--- src/rtl/adc_regs_pkg.sv ---
package adc_regs_pkg;
   // Register region selected by a bus offset
   typedef enum logic [1:0] {
      SEL_NONE = 2'd0,
      SEL_LO   = 2'd1,
      SEL_HI   = 2'd2,
      SEL_CTL  = 2'd3
   } reg_sel_e;
endpackage

--- src/rtl/adc_addr_dec.sv ---
module adc_addr_dec
   import adc_regs_pkg::*;
#(
   parameter int ADDR_W  = 4,
   parameter int OFS_LO  = 4,
   parameter int OFS_HI  = 5,
   parameter int OFS_CTL = 10
) (
   input  logic [ADDR_W-1:0] addr,
   output reg_sel_e          sel
);
   localparam int SPAN = 1 << ADDR_W;

   if (OFS_LO >= SPAN || OFS_HI >= SPAN || OFS_CTL >= SPAN) begin : g_ofs_range
      $error("adc_addr_dec: an offset does not fit in ADDR_W");
   end
   if (OFS_LO == OFS_HI || OFS_LO == OFS_CTL || OFS_HI == OFS_CTL) begin : g_ofs_unique
      $error("adc_addr_dec: offsets must be distinct");
   end

   localparam logic [ADDR_W-1:0] A_LO  = ADDR_W'(OFS_LO);
   localparam logic [ADDR_W-1:0] A_HI  = ADDR_W'(OFS_HI);
   localparam logic [ADDR_W-1:0] A_CTL = ADDR_W'(OFS_CTL);

   always_comb begin
      if (addr == A_LO)       sel = SEL_LO;
      else if (addr == A_HI)  sel = SEL_HI;
      else if (addr == A_CTL) sel = SEL_CTL;
      else                    sel = SEL_NONE;
   end
endmodule

--- src/rtl/adc_result_hold.sv ---
module adc_result_hold #(
   parameter int RES_W = 12
) (
   input  logic             clk,
   input  logic             rst,
   input  logic             done,
   input  logic [RES_W-1:0] res_in,
   input  logic             clr_rdy,
   output logic [RES_W-1:0] res_q,
   output logic             rdy_n
);
   if (RES_W < 2) begin : g_res_chk
      $error("adc_result_hold: RES_W too small");
   end

   // A new result outranks the re-arm from a low-byte read
   always_ff @(posedge clk) begin
      if (rst) begin
         res_q <= '0;
         rdy_n <= 1'b1;
      end else if (done) begin
         res_q <= res_in;
         rdy_n <= 1'b0;
      end else if (clr_rdy) begin
         rdy_n <= 1'b1;
      end
   end
endmodule

--- src/rtl/adc_chan_ctl.sv ---
module adc_chan_ctl #(
   parameter int CH_W   = 4,
   parameter int MODE_W = 2
) (
   input  logic              clk,
   input  logic              rst,
   input  logic              wr_ctl,
   input  logic [CH_W-1:0]   wr_ch,
   input  logic [MODE_W-1:0] wr_md,
   input  logic              done,
   output logic [CH_W-1:0]   chan,
   output logic [MODE_W-1:0] mode
);
   if (CH_W < 1 || MODE_W < 1) begin : g_w_chk
      $error("adc_chan_ctl: widths must be positive");
   end

   logic              pend_v;
   logic [CH_W-1:0]   pend_ch;
   logic [MODE_W-1:0] pend_md;

   always_ff @(posedge clk) begin
      if (rst) begin
         pend_v  <= 1'b0;
         pend_ch <= '0;
         pend_md <= '0;
         chan    <= '0;
         mode    <= '0;
      end else begin
         if (done && pend_v) begin
            chan <= pend_ch;
            mode <= pend_md;
         end
         if (wr_ctl) begin
            pend_ch <= wr_ch;
            pend_md <= wr_md;
            pend_v  <= 1'b1;
         end else if (done) begin
            pend_v  <= 1'b0;
         end
      end
   end
endmodule

--- src/rtl/adc_host_regs.sv ---
module adc_host_regs
   import adc_regs_pkg::*;
#(
   parameter int ADDR_W  = 4,
   parameter int DATA_W  = 8,
   parameter int RES_W   = 12,
   parameter int CH_W    = 4,
   parameter int MODE_W  = 2,
   parameter int OFS_LO  = 4,
   parameter int OFS_HI  = 5,
   parameter int OFS_CTL = 10
) (
   input  logic              clk,
   input  logic              rst,
   input  logic [ADDR_W-1:0] bus_addr,
   input  logic              bus_wr,
   input  logic              bus_rd,
   input  logic [DATA_W-1:0] bus_wdata,
   output logic [DATA_W-1:0] bus_rdata,
   input  logic              conv_done,
   input  logic [RES_W-1:0]  conv_result,
   output logic [CH_W-1:0]   chan_sel,
   output logic [MODE_W-1:0] mode_sel
);
   localparam int UP_W  = RES_W - DATA_W;
   localparam int PAD_W = DATA_W - UP_W - 1;

   if (UP_W < 1 || PAD_W < 0) begin : g_res_fit
      $error("adc_host_regs: result must span two bytes with room for the flag");
   end
   if (CH_W + MODE_W > DATA_W) begin : g_ctl_fit
      $error("adc_host_regs: control fields exceed the data width");
   end

   reg_sel_e          sel;
   logic              rd_q;
   logic              clr_rdy;
   logic              wr_ctl;
   logic [RES_W-1:0]  res_q;
   logic              rdy_n;
   logic [DATA_W-1:0] lo_byte;
   logic [DATA_W-1:0] hi_byte;

   adc_addr_dec #(
      .ADDR_W (ADDR_W),
      .OFS_LO (OFS_LO),
      .OFS_HI (OFS_HI),
      .OFS_CTL(OFS_CTL)
   ) i_dec (
      .addr(bus_addr),
      .sel (sel)
   );

   always_ff @(posedge clk) begin
      if (rst) rd_q <= 1'b0;
      else     rd_q <= bus_rd;
   end

   assign clr_rdy = bus_rd && !rd_q && (sel == SEL_LO);
   assign wr_ctl  = bus_wr && (sel == SEL_CTL);

   adc_result_hold #(.RES_W(RES_W)) i_hold (
      .clk    (clk),
      .rst    (rst),
      .done   (conv_done),
      .res_in (conv_result),
      .clr_rdy(clr_rdy),
      .res_q  (res_q),
      .rdy_n  (rdy_n)
   );

   adc_chan_ctl #(.CH_W(CH_W), .MODE_W(MODE_W)) i_ctl (
      .clk   (clk),
      .rst   (rst),
      .wr_ctl(wr_ctl),
      .wr_ch (bus_wdata[CH_W-1:0]),
      .wr_md (bus_wdata[CH_W+MODE_W-1:CH_W]),
      .done  (conv_done),
      .chan  (chan_sel),
      .mode  (mode_sel)
   );

   assign lo_byte = res_q[DATA_W-1:0];

   if (PAD_W > 0) begin : g_hi_pad
      assign hi_byte = {{PAD_W{1'b0}}, rdy_n, res_q[RES_W-1:DATA_W]};
   end else begin : g_hi_full
      assign hi_byte = {rdy_n, res_q[RES_W-1:DATA_W]};
   end

   always_ff @(posedge clk) begin
      if (rst) begin
         bus_rdata <= '0;
      end else if (bus_rd) begin
         case (sel)
            SEL_LO:  bus_rdata <= lo_byte;
            SEL_HI:  bus_rdata <= hi_byte;
            default: bus_rdata <= '0;
         endcase
      end else begin
         bus_rdata <= '0;
      end
   end
endmodule

--- config.mk ---
export PLATFORM = sky130hd
export DESIGN_NAME = adc_host_regs
export DESIGN_NICKNAME = d
export VERILOG_FILES = /design/src/rtl/adc_regs_pkg.sv /design/src/rtl/adc_addr_dec.sv /design/src/rtl/adc_result_hold.sv /design/src/rtl/adc_chan_ctl.sv /design/src/rtl/adc_host_regs.sv
export SDC_FILE = /design/constraint.sdc
export NUM_CORES = 1
export LEC_CHECK = 0
export CORE_MARGIN = 10
export CORE_UTILIZATION = 25
export DETAILED_ROUTE_END_ITERATION = 10
export GPL_TIMING_DRIVEN = 1
export PLACE_DENSITY_LB_ADDON = 0.3
export SKIP_LAST_GASP = 1
export SYNTH_ARGS = -nofsm -noshare
export SYNTH_HDL_FRONTEND = slang
export SYNTH_HIERARCHICAL = 1
export SYNTH_SLANG_ARGS = --single-unit
--- constraint.sdc ---
create_clock -name clk -period 2.1 [get_ports clk]
set_input_delay 0.525 -clock clk [delete_from_list [all_inputs] [get_ports clk]]
set_output_delay 0.525 -clock clk [all_outputs]
set_load 0.005 [all_outputs]
# == Word level (Yosys, flattened, before mapping) ==
# Cells that the tools add are included.
# totals
reg_bits,35
latch_bits,0
ram_bits,0
romBits,0
in_bits,29
output_inout_bits,14
elab_cells,32
n_memories,0
# op_classes
add_sub_neg,0
n_mul,0
div_mod_pow,0
n_lt_le_gt_ge,0
eq_ne,6
n_shift,0
mux,8
bitwise,1
n_reduce_logical,8
# ops
cell,count
$pmux 8 s2,1
$eq 4x3->1 const B,2
$mux 2,3
$eq 2x2->1 const B,2
$eq 4x4->1 const B,1
$logic_and 1x1->1,4
$mux 1,4
$reduce_bool 2->1,2
$eq 2x1->1 const B,1
$reduce_or 2->1,1
$logic_not 1->1,1
$not 1->1,1

# == Logic depth before layout (Yosys ltp) ==
# logic_depth
depth_word,8
ltp_mapped,7
mapped_depth_nobuf,7

# == Cells and area by module ==
# Netlist, hierarchy kept.
# modules_own_cells
module,n_inst,cells_per_inst,area_per_inst_um2,seq_area_each_um2
adc_chan_ctl,1,50,528.0,260.2
adc_result_hold,1,42,473.0,260.2
adc_host_regs,1,31,332.8,180.2
adc_addr_dec,1,5,50.0,0.0

# == Worst setup path after synthesis ==
# No wires, ideal clock.
# synth_path
path_kind,input -> register
startpoint,input bus_addr[2]
endpoint,register bus_rdata[0]
setup_ps,64
t_arrival_ps,1785
t_required_ps,2036
slack_ps,250
path_stages,6
path_buffers,0
path_cell_list,nor4bb_4 > a31o_1 > inv_1 > ha_1 > or3b_4 > nor2_1
# synth_between
elab_chain_cells,6
elab_cells_between_ends,9
classes_between,eq/ne: 5; mux: 4
# synth_rtl
element,line,rtl
"start, declared",adc_host_regs.sv:15,"input logic [ADDR_W-1:0] bus_addr,"
$eq 4x4->1,adc_addr_dec.sv:28,else if (addr == A_CTL) sel = SEL_CTL;
$mux 2,adc_addr_dec.sv:28,
$mux 2,adc_addr_dec.sv:27,else if (addr == A_HI) sel = SEL_HI;
$mux 2 (*),adc_addr_dec.sv:26,if (addr == A_LO) sel = SEL_LO;
net sel[0],adc_host_regs.sv:35,reg_sel_e sel;
$eq 2x2->1 / $eq 2x1->1 (equally long branches),adc_host_regs.sv:95,case (sel)
$pmux 8 s2 (*),adc_host_regs.sv:95,
"end signal, assigned",adc_host_regs.sv:96,SEL_LO: bus_rdata <= lo_byte;
"end signal, assigned",adc_host_regs.sv:97,SEL_HI: bus_rdata <= hi_byte;
"end, declared",adc_host_regs.sv:19,"output logic [DATA_W-1:0] bus_rdata,"
# The timed path passes the listed nets; every way through them passes the cells marked *.
# A chain may end at the register's enable or synchronous reset.

# == Final worst setup path ==
# layout_path
startpoint,input bus_addr[0]
endpoint,register bus_rdata[1]
# The elaborated chain is that of the path after synthesis.

==> impl_metrics.tcl <==
set metrics [dict create \
    final_cell_count_no_fill 250 \
    hold_violations 0 \
    dpl-instance-area_sq_um 1900 \
    seqCellArea_sq_um 701 \
    row_count 27 \
    tightest_slew_ps 444 \
    sequentialPowerShare_pct 49.5 \
    reg2reg_from "i_ctl/pend_v$_SDFFE_PP0P_" \
    worst-setup-path-type "input pin to register" \
    hold_path.startpoint "i_ctl/pend_ch[1]$_SDFFE_PP0P_" \
    relSlewSlack_pct 70.4 \
    multi_input_area_sq_um 607 \
    final-max-slew-violation-count 0 \
    grt_first_pass_wirelength_um 5530 \
    fmax_mhz 528 \
    start_util_pct 25.4 \
    antenna_found_initial 0 \
    synth_seq_cells 35 \
    rsz0062_at_grt "no" \
    grt_usage_pct 7.86 \
    fin_area_sq_um 2020 \
    power_density_nw_per_um2 689 \
    startpoint_type "input pin" \
    htreeDepth 2 \
    drive_gt1_share_pct 15.7 \
    fin_crit_ps 1890 \
    avgSynthCellArea_sq_um 10.8 \
    first_pass_iters 4 \
    hpwl_um 2390 \
    core_sq_um 5440 \
    place.port_buffers 40 \
    crit_required_ps 2320 \
    numCtsBuffers 5 \
    slowest_stage "or3b_4" \
    area_delta_synth_final_pct 46.1 \
    ioPinCount 43 \
    drt_wl_total_um 3280 \
    cts-root-buf "clkbuf_8" \
    clkPwrFrac_pct 41.0 \
    holdCritPathClass "register to register" \
    clk_pin_slew_ps 70 \
    dp_cells 242 \
    dieArea_sq_um 8910 \
    netlist_area_sq_um 1380 \
    arrival_ps 2110 \
    cap_violations 0 \
    syn_inst 128 \
    combinationalPowerShare_pct 9.5 \
    yosysWarningCount 6 \
    grt_pass1_vias 1076 \
    die_h_um 94.4 \
    cp_max_fo 5 \
    insertion_delay_ps 280 \
    skew_ps 2.70 \
    clockBufferDepth 2 \
    crit_path_start "bus_addr[0]" \
    cts.sinks 35 \
    total_leakage_power_nw 0.814 \
    ys_seq_area_share_pct 50.6 \
    overflow 0 \
    ant_nets 0 \
    worst_setup_path_end_kind "register" \
    yosysUniqueCellTypes 24 \
    switching_share_pct 20.4 \
    vias 1039 \
    path_cells "dlygate4sd2_1 > nor4bb_4 > a31o_1 > inv_1 > ha_1 > or3b_4 > nor2_1" \
    drcViolationCount 0 \
    fillers 547 \
    slowest_delay_ps 440 \
    tritoncts "done" \
    grt_start_max_net_pins 27 \
    nNetsFinal 210 \
    layout_common_cells "clkdlybuf4s50_1, dfxtp_1, nor2_1" \
    vias_per_cell 4.16 \
    n_antenna_cell 0 \
    setup_viol 0 \
    outcome "completed" \
    wl_per_cell_um 13.1 \
    final_common_cell "clkdlybuf4s50_1" \
    peakVddDrop_v 0.000270 \
    drt-initial-drc-count 25 \
    fin_crit_sh_pct 90.2 \
    p_int_w 0.00111 \
    die_w_um 94.4 \
    gp_congestion 0.691 \
    syn-num-nets 160 \
    p_sw_w 0.000284 \
]
-- cells in the mapped netlist --
master	n	share of area (%)
ha_1	3	2.7
buf_6	3	2.4
dfxtp_1	35	51
or3b_4	1	0.81
a22oi_1	5	2.7
mux2i_1	18	13
buf_12	1	1.4
and3_1	3	1.4
nor2_1	25	6.8
and3b_1	1	0.63
buf_2	2	0.72
o21bai_1	1	0.54
a21bo_1	4	2.9
a21bo_2	2	1.4
nor4bb_4	1	1.8
nand2b_1	1	0.45
a21oi_2	4	2.5
nand3_1	6	2.2
nor2b_1	1	0.45
buf_4	1	0.54
inv_1	4	1.1
a21oi_1	3	1.1
a31o_1	2	1.3
and2_1	1	0.45
-- path summary, 6_finish.rpt --
kind	endpoint	slack, ps	cells past startpoint
min	i_ctl/chan[1]$_SDFFE_PP0P_	470	2
max reg2reg	i_ctl/chan[3]$_SDFFE_PP0P_	1130	2
max	bus_rdata[1]$_SDFF_PP0_	210	7
min reg2reg	i_ctl/chan[1]$_SDFFE_PP0P_	470	2
-- critical path: cells and delay by family --
kind,cells,cell delay [ps]
AO/OA/AOI/OAI,1,160
adder cells (fa/ha/maj),1,280
buffers and inverters,2,320
AND/OR/NAND/NOR,3,840
-- metrics by stage --
stage | setup slack (ps) | TNS [ps] | util [%] | hold WS, ps | total power (W)
after floorplan | 250 | 0 | - | 437 | 0.000762
after global placement | -312 | -3180 | 34.9 | 454 | 0.000837
after detailed placement | -370 | -3590 | 34.9 | 460 | 0.000838
after CTS | 3.48 | 0 | 36.9 | 471 | 0.00142
after global routing | 101 | 0 | 37.2 | 499 | 0.00147
final | 206 | 0 | 37.2 | 469 | 0.00139
-- logic make-up (layout without fill, tap and decap cells) --
kind of cell | after synthesis | count (layout) | synth area share (%)
simple gates | 40 | 40 | 14.9
flops | 35 | 35 | 50.6
compound gates | 21 | 21 | 12.5
mux | 18 | 18 | 13.0
buf+inv | 11 | 61 | 6.24
fa+ha+maj | 3 | 3 | 2.71
-- power by group through the flow --
stage / Clock, W / Sequential, W / Combinational, W
after floorplan: 0 / 0.000702 / 0.0000606
after global placement: 0 / 0.000705 / 0.000132
after detailed placement: 0 / 0.000705 / 0.000133
after CTS: 0.000591 / 0.000690 / 0.000135
after global routing: 0.000630 / 0.000692 / 0.000145
final: 0.000572 / 0.000690 / 0.000132
-- state kept, by name (all words and copies together), names as in the netlist --
register       cells
i_hold/res_q      12
i_ctl/pend_md      2
i_ctl/chan         4
rd_q               1
i_ctl/pend_ch      4
i_ctl/mode         2
i_hold/rdy_n       1
i_ctl/pend_v       1
bus_rdata          8
-- routing by layer --
metal	routed length [um]	up-vias	track usage (%)	share of wire, %
li1	-	538	-	-
met1	1630	454	10.4	50
met2	1300	39	10.6	40
met3	310	8	3.81	9.5
met4	40	0	3.04	1.2
met5	0	-	0	0
-- final cells by class --
| type | instances | share of cell area (%) |
|---|---|---|
| clock buffer | 6 | 3.59 |
| clock inverter | 1 | 1.49 |
| inverter | 4 | 0.743 |
| multi-input combinational | 82 | 30.0 |
| sequential | 35 | 34.7 |
| tap | 72 | 4.46 |
| timing repair buffer | 50 | 25.1 |
-- timing repair --
action | 4_1_cts | 5_1_grt
hold buffers | 0 | 0
pin swaps | 5 | 5
buffers inserted | 1 | 0
setup endpoints to repair | 5 | 13
gates resized for setup | 2 | 6
(Power assumes the default switching activity.)
